`src/rtl/maj_lfsr_pkg.sv`:
```
package maj_lfsr_pkg;

  // Per-cycle action decided from the control inputs.
  typedef enum logic [1:0] {
    OP_IDLE   = 2'd0,
    OP_STEP   = 2'd1,
    OP_LOAD   = 2'd2,
    OP_REJECT = 2'd3
  } lfsr_op_e;

  localparam int unsigned LEN_FIELD_W = 8;

endpackage

```
`src/rtl/lfsr_cell.sv`:
```
module lfsr_cell #(
  parameter int unsigned      LEN  = 5,
  parameter logic [LEN-1:0]   MASK = 5'h05
) (
  input  logic           clk,
  input  logic           rst_n,
  input  logic           shift_en,
  input  logic           load_en,
  input  logic [LEN-1:0] seed,
  output logic           lsb_o,
  output logic [LEN-1:0] state_o
);

  logic [LEN-1:0] state_q;
  logic [LEN-1:0] state_d;
  logic           fb;

  always_comb begin
    fb      = ^(state_q & MASK);
    state_d = state_q;
    if (load_en) begin
      state_d = seed;
    end else if (shift_en) begin
      state_d = {fb, state_q[LEN-1:1]};
    end
  end

  always_ff @(posedge clk or negedge rst_n) begin
    if (!rst_n) begin
      state_q <= '1;
    end else if (load_en || shift_en) begin
      state_q <= state_d;
    end
  end

  assign lsb_o   = state_q[0];
  assign state_o = state_q;

endmodule

```
`src/rtl/seed_guard.sv`:
```
module seed_guard #(
  parameter int unsigned              NREG    = 3,
  parameter int unsigned              SEED_W  = 17,
  parameter logic [NREG*8-1:0]        LEN_VEC = {8'd11, 8'd7, 8'd5}
) (
  input  logic [NREG*SEED_W-1:0] seeds,
  output logic                   zero_any
);

  logic [NREG-1:0] zero_vec;

  for (genvar i = 0; i < NREG; i++) begin : g_zchk
    localparam int unsigned L = LEN_VEC[i*8 +: 8];
    assign zero_vec[i] = (seeds[i*SEED_W +: L] == '0);
  end

  assign zero_any = |zero_vec;

endmodule

```
`src/rtl/maj_vote.sv`:
```
module maj_vote #(
  parameter int unsigned NREG = 3
) (
  input  logic [NREG-1:0] bits,
  output logic            maj
);

  localparam int unsigned CW   = $clog2(NREG + 1);
  localparam int unsigned HALF = NREG / 2;

  logic [CW-1:0] cnt;

  always_comb begin
    cnt = '0;
    for (int i = 0; i < NREG; i++) begin
      cnt = cnt + CW'(bits[i]);
    end
    maj = (cnt > CW'(HALF));
  end

endmodule

```
`src/rtl/maj_keystream_gen.sv`:
```
module maj_keystream_gen
  import maj_lfsr_pkg::*;
#(
  parameter int unsigned          NREG    = 3,
  parameter int unsigned          SEED_W  = 17,
  parameter logic [NREG*8-1:0]    LEN_VEC = {8'd11, 8'd7, 8'd5},
  parameter logic [NREG*SEED_W-1:0] TAP_VEC = {17'h00005, 17'h00003, 17'h00005}
) (
  input  logic                   clk,
  input  logic                   rst_n,
  input  logic                   step_i,
  input  logic                   load_i,
  input  logic [NREG*SEED_W-1:0] seed_i,
  output logic                   ks_o,
  output logic                   seed_err_o
);

  // An even count could tie the vote: refuse it at elaboration.
  if ((NREG % 2) == 0) begin : g_even_count
    $error("maj_keystream_gen: register count must be odd");
  end

  // Reset synchronizer: asserts at once, releases on the clock.
  logic rst_meta_q, rst_sync_n;

  always_ff @(posedge clk or negedge rst_n) begin
    if (!rst_n) begin
      rst_meta_q <= 1'b0;
      rst_sync_n <= 1'b0;
    end else begin
      rst_meta_q <= 1'b1;
      rst_sync_n <= rst_meta_q;
    end
  end

  logic                   zero_any;
  lfsr_op_e               op;
  logic [NREG-1:0]        lsb_vec;
  logic [NREG*SEED_W-1:0] state_flat;
  logic                   vote;
  logic                   ks_d, err_d;

  seed_guard #(
    .NREG(NREG), .SEED_W(SEED_W), .LEN_VEC(LEN_VEC)
  ) u_guard (
    .seeds(seed_i), .zero_any(zero_any)
  );

  always_comb begin
    if (load_i) begin
      op = zero_any ? OP_REJECT : OP_LOAD;
    end else if (step_i) begin
      op = OP_STEP;
    end else begin
      op = OP_IDLE;
    end
  end

  for (genvar i = 0; i < NREG; i++) begin : g_reg
    localparam int unsigned  L = LEN_VEC[i*8 +: 8];
    localparam logic [L-1:0] M = TAP_VEC[i*SEED_W +: L];
    logic [L-1:0] st;

    lfsr_cell #(.LEN(L), .MASK(M)) u_cell (
      .clk     (clk),
      .rst_n   (rst_sync_n),
      .shift_en(op == OP_STEP),
      .load_en (op == OP_LOAD),
      .seed    (seed_i[i*SEED_W +: L]),
      .lsb_o   (lsb_vec[i]),
      .state_o (st)
    );

    assign state_flat[i*SEED_W +: L] = st;
    if (L < SEED_W) begin : g_pad
      assign state_flat[i*SEED_W + L +: SEED_W - L] = '0;
    end
  end

  maj_vote #(.NREG(NREG)) u_vote (.bits(lsb_vec), .maj(vote));

  always_comb begin
    ks_d  = ks_o;
    err_d = seed_err_o;
    case (op)
      OP_STEP:   ks_d  = vote;
      OP_LOAD:   err_d = 1'b0;
      OP_REJECT: err_d = 1'b1;
      default:   ;
    endcase
  end

  always_ff @(posedge clk or negedge rst_sync_n) begin
    if (!rst_sync_n) begin
      ks_o       <= 1'b0;
      seed_err_o <= 1'b0;
    end else if (op != OP_IDLE) begin
      ks_o       <= ks_d;
      seed_err_o <= err_d;
    end
  end

endmodule

```
`config.mk`:
```
export PLATFORM = sky130hd
export DESIGN_NAME = maj_keystream_gen
export DESIGN_NICKNAME = d
export VERILOG_FILES = /design/src/rtl/maj_lfsr_pkg.sv /design/src/rtl/lfsr_cell.sv /design/src/rtl/seed_guard.sv /design/src/rtl/maj_vote.sv /design/src/rtl/maj_keystream_gen.sv
export SDC_FILE = /design/constraint.sdc
export NUM_CORES = 1
export LEC_CHECK = 0
export ABC_AREA = 1
export BUFFER_PORTS_ARGS = -buffer_cell sky130_fd_sc_hd__buf_2
export CORE_MARGIN = 2
export CORE_UTILIZATION = 45
export DETAILED_ROUTE_END_ITERATION = 12
export GPL_ROUTABILITY_DRIVEN = 0
export PLACE_DENSITY = 0.78
export REMOVE_ABC_BUFFERS = 1
export SLEW_MARGIN = 20
export SYNTH_ARGS = -nofsm -noshare
export SYNTH_HDL_FRONTEND = slang
export SYNTH_SLANG_ARGS = --single-unit
```
`constraint.sdc`:
```
create_clock -name clk -period 0.8 [get_ports clk]
set_clock_uncertainty 0.15 [all_clocks]
set_input_delay 0.16 -clock clk [delete_from_list [all_inputs] [get_ports clk]]
set_output_delay 0.16 -clock clk [all_outputs]
set_load 0.01 [all_outputs]
```
; ---- After elaboration in Yosys (flattened, before gate mapping)
; Index checks and enable logic that the tools add are counted.
[word_totals]
regBits = 27
input_bits = 55
output_inout_bits = 2
wordCells = 37
[classes]
n_addsub = 2
order_cmp = 1
eq_ne = 3
muxes = 10
n_reduce_logical = 14
[ops]
columns = operator, n
row1 = 11-bit 2-to-1 mux, 2
row2 = 7-bit 2-to-1 mux, 2
row3 = 11-bit zero test, 1
row4 = 11-bit parity, 1
row5 = 5-bit 2-to-1 mux, 2
row6 = 7-bit zero test, 1
row7 = 7-bit parity, 1
row8 = 2-bit AND reduction, 3
row9 = 2-bit nonzero test, 3
row10 = 5-bit zero test, 1
row11 = 5-bit parity, 1
row12 = 2-bit equality test (second input constant), 2
row13 = 3-bit OR reduction, 1
row14 = 1-bit by 1-bit adder with 2-bit output, 1
row15 = 2-bit by 1-bit adder with 2-bit output, 1
row16 = 2-bit by 1-bit equality test with 1-bit output (second input constant), 1
row17 = 2-bit by 1-bit > comparator with 1-bit output (second input constant), 1
row18 = 1-bit 2-to-1 mux, 2
row19 = 2-bit 2-to-1 mux, 1
row20 = 1-bit one-hot mux with 2 select lines, 1
row21 = 1-bit logical OR, 1

; ---- Logic depth before layout (Yosys ltp)
; Gate-level depths: netlist (run 1).
[depth]
word_depth = 7
depth_mapped = 10

; ---- Modules after synthesis
; A second synthesis (run 1) with hierarchy kept.
[hier_totals]
hier_cells = 189
hier_area_um2 = 1423.9
[modules_own_cells]
columns = module, instances, cells_each, area_per_inst_um2
row1 = lfsr_cell (g_reg[2].u_cell), 1, 67, 531.8
row2 = lfsr_cell (g_reg[1].u_cell), 1, 45, 357.8
row3 = lfsr_cell (g_reg[0].u_cell), 1, 34, 260.2
row4 = maj_keystream_gen, 1, 14, 143.9
row5 = seed_guard, 1, 25, 106.4
row6 = maj_vote, 1, 4, 23.8

; ---- Worst setup path after synthesis (run 1)
; No wires, ideal clock.
[synth_path]
path_kind = reg2reg
start = reg g_reg[0].u_cell.state_q[0]
end = reg ks_o
setup_time_ns = 0.128
arrival_time_ns = 0.927
required_time_ns = 0.522
setup_slack_ns = -0.405
stages_incl_launch_ff = 4
synth_period_minus_slack_ns = 1.205
path_cell_list = dfstp_2 > ha_1 > a21oi_1 > o21ai_0
[synth_between]
elab_chain_len = 3
[synth_rtl]
columns = element, line
row1 = "start, declared", lfsr_cell.sv:14  ; logic [LEN-1:0] state_q;
row2 = "start signal, assigned", lfsr_cell.sv:32  ; state_q <= state_d;
row3 = 1-bit by 1-bit adder with 2-bit output, maj_vote.sv:16  ; cnt = cnt + CW'(bits[i]);
row4 = 2-bit by 1-bit adder with 2-bit output, maj_vote.sv:16
row5 = 2-bit by 1-bit > comparator with 1-bit output, maj_vote.sv:18  ; maj = (cnt > CW'(HALF));
row6 = "end signal, assigned", maj_keystream_gen.sv:98  ; ks_o <= ks_d;
row7 = "end, declared", maj_keystream_gen.sv:14  ; output logic ks_o,
; No other way between the ends.
; A chain may end at the register's enable or synchronous reset.

; ---- Final worst setup path (run 1)
[layout_path]
start = reg g_reg[2].u_cell.state_q[0]
end = reg ks_o
[layout_between]
elab_chain_len = 2
[layout_rtl]
columns = element, line
row1 = "start, declared", lfsr_cell.sv:14
row2 = "start signal, assigned", lfsr_cell.sv:32
row3 = 2-bit by 1-bit adder with 2-bit output, maj_vote.sv:16
row4 = 2-bit by 1-bit > comparator with 1-bit output, maj_vote.sv:18
; No other way between the ends.

==> results.yml, run 1 <==
outcome:
  status: "finished, violations left"
  violations: "negative hold slack, negative setup slack"
critical_path:
  r2r_cells: 3
  critPathCaptureType: "flop"
  crit_arrival_ns: 1.30
  critPathRequiredTime_ns: 0.84
  reg2reg_from: "g_reg[2].u_cell.state_o[0]"
  crit_type: "reg2reg"
  r2r_slack_ns: -0.46
  path_max_fanout: 2
  critical_path.startpoint_type: "flop"
  r2r_end: "ks_o"
timing:
  fin_crit_ns: 1.26
  setup_ws_ns: -0.461
  whs_ns: -0.0183
  period_share_pct: 158
  fmax_mhz: 793
  rsz0062_at_grt: "yes"
  finalHoldViolCount: 1
  drv_slew: 0
  setup_viol: 27
clock_tree:
  clock_sinks: 27
  cts_max_level: 1
  path_clk_slew_ns: 0.11
  cts_buffers: 3
  clock_latency_ns: 0.29
  cts_buffer_depth: 2
  cts_root_buf: "clkbuf_8"
  holdBufCountCts: 1
  cts_tree: "yes"
logic_synthesis:
  yosysTopAreaCell: "dfstp_2"
  yosysMostFrequentCell: "nand2_1"
  yosysUniqueCellTypes: 22
  avgSynthCellArea_sq_um: 7.42
  synth_area_leaders: "dfstp_2, nand2_1, nand3_1"
  synth-edff-count: 0
  synth.top_cells.by_count: "nand2_1, nand3_1, inv_1"
  ys.warnings.count: 0
  ys_async_sr_fraction_pct: 100
  yosys_register_bits: 27
  yosysTopAreaCellShare_pct: 34.9
  seq_area_frac_synth_pct: 40.7
  synth_cells: 233
  syn-cell-area_sq_um: 1730
  synth_ff_type: "dfstp_2"
die:
  core_sq_um: 3690
  die_y_microns: 66.0
  initial_core_util_pct: 46.9
  dieWidth_microns: 66.0
  rows: 22
  die_area_sq_um: 4350
  io_pins: 57
final_layout:
  area_growth_pct: 78.0
  nets: 373
  drive_above_1_share_pct: 66.5
  antenna_cells: 0
  stdcell_area_sq_um: 3080
hold_path:
  hold_path.startpoint: "load_i"
  whs_path_depth: 2
  min_path_type: "in2reg"
  hold_end: "seed_err_o"
global_routing:
  gr-total-overflow: 0
  track_usage_pct: 32.3
  antenna_found_initial: 0
  grt_pass1_vias: 2029
  grt_max_degree: 26
  grt_pass1_wl_microns: 10200
power_and_ir_drop:
  leakage_nw: 1.52
  p_per_area_nw_per_um2: 1360
  vdd_ir_drop_max_v: 0.00109
place:
  io_buffers: 28
  place_area_sq_um: 2160
  post-place-ws_ns: -0.575
  dp_hpwl_microns: 2820
drt:
  drt-vias-per-instance: 5.76
  drc: 0
  drtPass1Iterations: 5
  vias: 2096
  first_iter_violations: 162
  wirelength_microns: 7380
  wire_per_inst_microns: 20.3
  drtAntennaViolNets: 0
flow_run:
  drv_cap: 0
-- final cells by class --
class	count	area, sq um
Multi-Input combinational cell	167	1160
Timing Repair Buffer	93	1010
Sequential cell	27	704
Fill cell	197	611
Inverter	25	93.8
Tap cell	48	60.1
Clock buffer	3	41.3
Clock inverter	1	5.00
-- power breakdown --
group	leakage [nW]	total, mW	switching [mW]	internal [mW]
Combinational	1.21	1.53	0.755	0.771
Sequential	0.290	1.81	0.169	1.64
Clock	0.0255	0.843	0.491	0.352
-- sequential cells by signal (all words and copies together) (netlist names) --
signal / count
g.u_cell.state_o: 23
seed_err_o: 1
rst_meta_q: 1
rst_sync_n: 1
ks_o: 1
-- worst max-delay path, stage by stage (launching register included) --
cell and delay (ns):
dfstp_2 0.58, ha_4 0.20, a21oi_2 0.14, o21ai_1 0.08
-- routing by layer --
layer / vias to the layer above / GRT usage (%) / routed length, microns
met5: - / 0 / 0
met4: 0 / 17.3 / 367
met3: 44 / 6.47 / 531
met2: 142 / 57.1 / 3820
met1: 1014 / 36.4 / 2660
li1: 896 / - / -
-- cell usage in the layout (no fill, tap or decap), types with 7 or more instances in the layout --
cell / count
nand3_1: 21
buf_12: 7
nor2_4: 9
dfstp_2: 23
buf_4: 37
inv_1: 19
buf_2: 14
buf_16: 7
nand2_1: 55
nand2_2: 30
buf_6: 23
nand3_2: 25
nand2_4: 11
-- per-stage QoR --
step                      utilization (%)  cells  total power [mW]  hold WS [ns]  TNS [ns]
final                                83.4    364              4.18       -0.0183     -9.22
after global routing                 83.4    364              4.32      -0.00372    -10.77
after detailed placement             58.6    334              2.59        -0.199    -13.18
after CTS                            78.0    363              3.82      -0.00925     -7.60
after floorplan                         -    219              2.18        -0.286    -23.52
after global placement               58.6    334              2.55        -0.205    -12.87
-- repair_timing --
action / in CTS / in global routing
cloned: 8 / 0
setup endpoints to repair: 27 / 27
buffers inserted: 16 / 2
gates resized for setup: 80 / 55
endpoints found under the hold margin: 3 / 1
pin swaps: 18 / 31
-- kinds of logic (layout without fill, tap and decap cells) --
kind of cell / count (synthesis) / in the layout / synth area share, %
buffers and inverters: 39 / 122 / 11.9
other: 1 / 1 / 0.217
AOI/OAI and AO/OA: 9 / 9 / 2.75
adders and majority gates: 1 / 1 / 0.723
and+or+nand+nor: 156 / 156 / 43.7
DFF: 27 / 27 / 40.7
-- how the worst max path moves through the flow --
stage | endpoint | start | cells after the start | slack [ns]
floorplan | g_reg[2].u_cell.state_o[0] | load_i | 7 | -0.95
global placement | g_reg[2].u_cell.state_o[3] | seed_i[39] | 10 | -0.53
detailed placement | g_reg[1].u_cell.state_o[5] | seed_i[39] | 10 | -0.57
CTS | ks_o | g_reg[0].u_cell.state_o[0] | 3 | -0.43
global route | g_reg[2].u_cell.state_o[10] | g_reg[2].u_cell.state_o[0] | 6 | -0.49
finish | ks_o | g_reg[2].u_cell.state_o[0] | 3 | -0.46
No activity file was read; power rests on OpenSTA's default activity.
==> run 2: changes to the inputs <==
Settings changed: CORE_UTILIZATION 45 to 40, PLACE_DENSITY 0.78 to 0.71.
==> results.yml, run 2 (synthesis results as in run 1) <==
place:
  dp_hpwl_microns: 2850
  post-place-ws_ns: -0.608
  dp.cells: 336
  io_buffers: 28
drt:
  vias: 1849
  drtAntennaViolNets: 0
  drtPass1Iterations: 4
  drt-vias-per-instance: 5.15
  drc: 0
  wirelength_microns: 5670
  first_iter_violations: 132
  wire_per_inst_microns: 15.8
hold_path:
  min_path_type: "in2reg"
timing:
  drv_slew: 0
  fin_setup_tns_ns: -9.23
  fmax_mhz: 806
  whs_ns: -0.0179
  setup_viol: 27
  finalHoldViolCount: 1
  setup_ws_ns: -0.441
  period_share_pct: 155
  fin_crit_ns: 1.24
  rsz0062_at_grt: "yes"
die:
  rows: 23
  initial_core_util_pct: 42.3
  io_pins: 57
  die_y_microns: 69.8
  core_sq_um: 4090
  dieWidth_microns: 69.8
  die_area_sq_um: 4870
global_routing:
  gr-total-overflow: 0
  grt_pass1_wl_microns: 8870
  antenna_found_initial: 0
  grt_max_degree: 26
  grt_pass1_vias: 1870
  track_usage_pct: 22.7
clock_tree:
  path_clk_slew_ns: 0.11
  clock_latency_ns: 0.29
  clock_sinks: 27
  cts_max_level: 1
  cts_buffers: 3
  cts_tree: "yes"
  cts_buffer_depth: 2
  cts_root_buf: "clkbuf_8"
  holdBufCountCts: 1
critical_path:
  critPathCaptureType: "flop"
  crit_type: "reg2reg"
  critPathRequiredTime_ns: 0.84
  max_stage_delay_ns: 0.60
  cp_cell_sequence: "ha_4 > a21oi_2 > o21ai_1"
  crit_arrival_ns: 1.28
  cp_slowest_cell: "dfstp_2"
  critical_path.startpoint_type: "flop"
  path_max_fanout: 2
power_and_ir_drop:
  leakage_nw: 1.44
  p_comb_share_pct: 33.2
  netSwitchingFraction_pct: 32.2
  clkPwrFrac_pct: 21.5
  power.switching_mw: 1.27
  internal-power_mw: 2.66
  vdd_ir_drop_max_v: 0.000750
  p_per_area_nw_per_um2: 1360
  pwr-share-seq_pct: 45.3
final_layout:
  largest_register_ff_count: 23
  antenna_cells: 0
  drive_above_1_share_pct: 64.4
  nets: 366
  final_cells: 359
  fill_cells: 275
  final_common_cell: "nand2_1"
  mostFrequentLayoutCells: "nand2_1, buf_4, nand2_2"
  regArea_sq_um: 704
  multi_input_comb_area_sq_um: 1100
  area_growth_pct: 66.8
outcome:
  status: "finished, violations left"
  violations: "negative hold slack, negative setup slack"
flow_run:
  drv_cap: 0
==> run 2: power groups by stage <==
stage | Clock [mW] | Sequential [mW] | Combinational [mW]
2_1_floorplan | 0 | 1.76 | 0.413
3_3_place_gp | 0 | 1.76 | 0.795
3_5_place_dp | 0 | 1.76 | 0.818
4_1_cts | 0.824 | 1.76 | 1.17
5_1_grt | 0.898 | 1.80 | 1.41
6_report | 0.844 | 1.78 | 1.30
==> run 2: path summary, 6_finish.rpt <==
path,to,slack [ns],startpoint,cells after the start
setup / recovery,ks_o,-0.44,g_reg[0].u_cell.state_o[0],3
hold / removal,seed_err_o,-0.02,load_i,2
setup reg to reg,ks_o,-0.44,g_reg[0].u_cell.state_o[0],3
hold reg to reg,ks_o,0.06,rst_sync_n,1
max in group asynchronous,g_reg[2].u_cell.state_o[8],0.21,rst_sync_n,1
min in group asynchronous,rst_meta_q,0.03,rst_n,2
==> run 2: final cells by class <==
| cell class | count | area share (%) |
|---|---|---|
| Clock buffer | 4 | 1.56 |
| Inverter | 25 | 3.25 |
| Multi-Input combinational cell | 167 | 38.3 |
| Sequential cell | 27 | 24.4 |
| Tap cell | 50 | 2.17 |
| Timing Repair Buffer | 86 | 30.3 |
==> run 2: timing repair <==
item / 4_1_cts / 5_1_grt
endpoints found under the setup margin: 27 / 27
buffers inserted: 13 / 1
hold endpoints to repair: 2 / 1
pin swaps: 16 / 25
gates cloned: 7 / 1
gates resized for setup: 60 / 58
==> run 2: critical path, delay by kind of cell (launching register included) <==
family / cells / cell delay [ns]
flip-flops: 1 / 0.60
adder cells (fa/ha/maj): 1 / 0.22
AO/OA/AOI/OAI: 2 / 0.17
==> run 2: metrics by stage <==
stage / total power [mW] / area (sq um) / hold WS, ns / utilization, %
after floorplan: 2.18 / 1620 / -0.286 / -
after global placement: 2.55 / 2150 / -0.204 / 52.6
after detailed placement: 2.58 / 2150 / -0.202 / 52.6
after CTS: 3.76 / 2750 / 0.00522 / 67.3
after global routing: 4.10 / 2880 / -0.00758 / 70.6
final: 3.93 / 2880 / -0.0179 / 70.6
==> run 2: routing by layer <==
layer	wire length [microns]	track usage [%]	part of all wire [%]	up-vias
li1	-	-	-	877
met1	2270	29.1	40	901
met2	3070	40.4	54	59
met3	242	3.49	4.3	12
met4	85	4.91	1.5	0
met5	0	0	0	-
==> run 3: changes to the inputs <==
==> constraint.sdc (replaced) <==
create_clock -name clk -period 0.8 [get_ports clk]
set_clock_uncertainty 0.15 [all_clocks]
set_input_delay 0.08 -clock clk [delete_from_list [all_inputs] [get_ports clk]]
set_output_delay 0.08 -clock clk [all_outputs]
set_load 0.01 [all_outputs]
==> results.yml, run 3 (synthesis results as in run 1) <==
clock_tree:
  path_clk_slew_ns: 0.10
  cts_root_buf: "clkbuf_8"
  cts_buffer_depth: 2
  cts_max_level: 1
  cts_buffers: 3
  clock_latency_ns: 0.28
  clock_sinks: 27
  cts_tree: "yes"
  holdBufCountCts: 1
power_and_ir_drop:
  vdd_ir_drop_max_v: 0.000791
  leakage_nw: 1.34
  p_per_area_nw_per_um2: 1430
  finalPower_mw: 3.72
outcome:
  status: "finished, violations left"
  violations: "negative hold slack, negative setup slack"
critical_path:
  crit_arrival_ns: 1.24
  critical_path.startpoint_type: "flop"
  critPathRequiredTime_ns: 0.83
  crit_type: "reg2reg"
  critPathCaptureType: "flop"
  path_max_fanout: 2
die:
  rows: 23
  die_area_sq_um: 4870
  dieWidth_microns: 69.8
  io_pins: 57
  initial_core_util_pct: 42.3
  die_y_microns: 69.8
  core_sq_um: 4090
timing:
  finalHoldViolCount: 9
  rsz0062_at_grt: "yes"
  drv_slew: 0
  period_share_pct: 151
  fin_crit_ns: 1.21
  fmax_mhz: 827
  setup_viol: 27
  whs_ns: -0.0766
  setup_ws_ns: -0.409
global_routing:
  grt_max_degree: 26
  grt_pass1_wl_microns: 7050
  antenna_found_initial: 0
  grt_pass1_vias: 1637
  gr-total-overflow: 0
  track_usage_pct: 17.9
drt:
  drtAntennaViolNets: 0
  first_iter_violations: 46
  drc: 0
  wirelength_microns: 4720
  wire_per_inst_microns: 13.4
  vias: 1758
  drt-vias-per-instance: 5.01
  drtPass1Iterations: 4
flow_run:
  drv_cap: 0
final_layout:
  drive_above_1_share_pct: 57.5
  nets: 358
  final_core_util_pct: 63.6
  largest_register_ff_count: 23
  multi_input_comb_area_sq_um: 973
  mostFrequentLayoutCells: "nand2_1, nand3_1, buf_4"
  final_common_cell: "nand2_1"
  antenna_cells: 0
  regArea_sq_um: 704
  fill_cells: 342
  area_growth_pct: 50.4
place:
  io_buffers: 28
  post-place-ws_ns: -0.516
  dp_hpwl_microns: 2850
hold_path:
  min_path_type: "in2reg"
[run 3: cell count changes in the layout (fill, tap and decap cells not counted), moves of 4 or more]
cell and delta:
nand3_2 -7, nand2_4 -8, buf_2 +6, buf_6 -4, nand2_1 +11, nand3_1 +9, buf_8 -7
[run 3: final cells by class]
type	count	share of cell area [%]
Inverter	25	3.61
Tap cell	50	2.41
Clock buffer	3	1.59
Multi-Input combinational cell	167	37.4
Timing Repair Buffer	78	27.7
Sequential cell	27	27.1
Clock inverter	1	0.192
[run 3: final timing paths]
kind / slack, ns / to / depth (start not counted) / startpoint
min: -0.08 / seed_err_o / 2 / load_i
min reg2reg: 0.07 / ks_o / 1 / rst_sync_n
max in group asynchronous: 0.20 / g_reg[0].u_cell.state_o[3] / 1 / rst_sync_n
min in group asynchronous: -0.06 / rst_meta_q / 2 / rst_n
max reg2reg: -0.41 / ks_o / 3 / g_reg[0].u_cell.state_o[0]
max: -0.41 / ks_o / 3 / g_reg[0].u_cell.state_o[0]
[run 3: power by group]
group	switching (mW)	total (mW)	internal [mW]
sequential	0.136	1.77	1.64
clock	0.457	0.807	0.351
combinational	0.542	1.14	0.593
total	1.13	3.72	2.58
[run 3: per-layer routing]
| metal | vias to the layer above | wire length, microns | global-route usage, % |
|---|---|---|---|
| met4 | 0 | 118 | 5.56 |
| met1 | 836 | 1970 | 22.0 |
| li1 | 864 | - | - |
| met3 | 13 | 156 | 2.18 |
| met5 | - | 0 | 0 |
| met2 | 45 | 2470 | 32.4 |
[run 3: through the flow]
step | std cells | TNS [ns] | instance area, sq um
floorplan | 219 | -21.57 | 1620
global placement | 336 | -12.36 | 2150
detailed placement | 336 | -12.19 | 2150
CTS | 346 | -5.43 | 2340
global route | 351 | -7.25 | 2600
finish | 351 | -6.11 | 2600
[run 3: worst max-delay path, stage by stage, from the launching register on]
cell and delay [ns]:
dfstp_2 0.58, ha_4 0.21, a21oi_2 0.10, o21ai_1 0.07
[run 3: what timing repair did]
item / 4_1_cts / 5_1_grt
endpoints found under the hold margin: 8 / 8
gates cloned: 2 / 4
gates resized for setup: 17 / 52
pin swaps: 41 / 42
buffers inserted: 3 / 3
endpoints found under the setup margin: 27 / 27
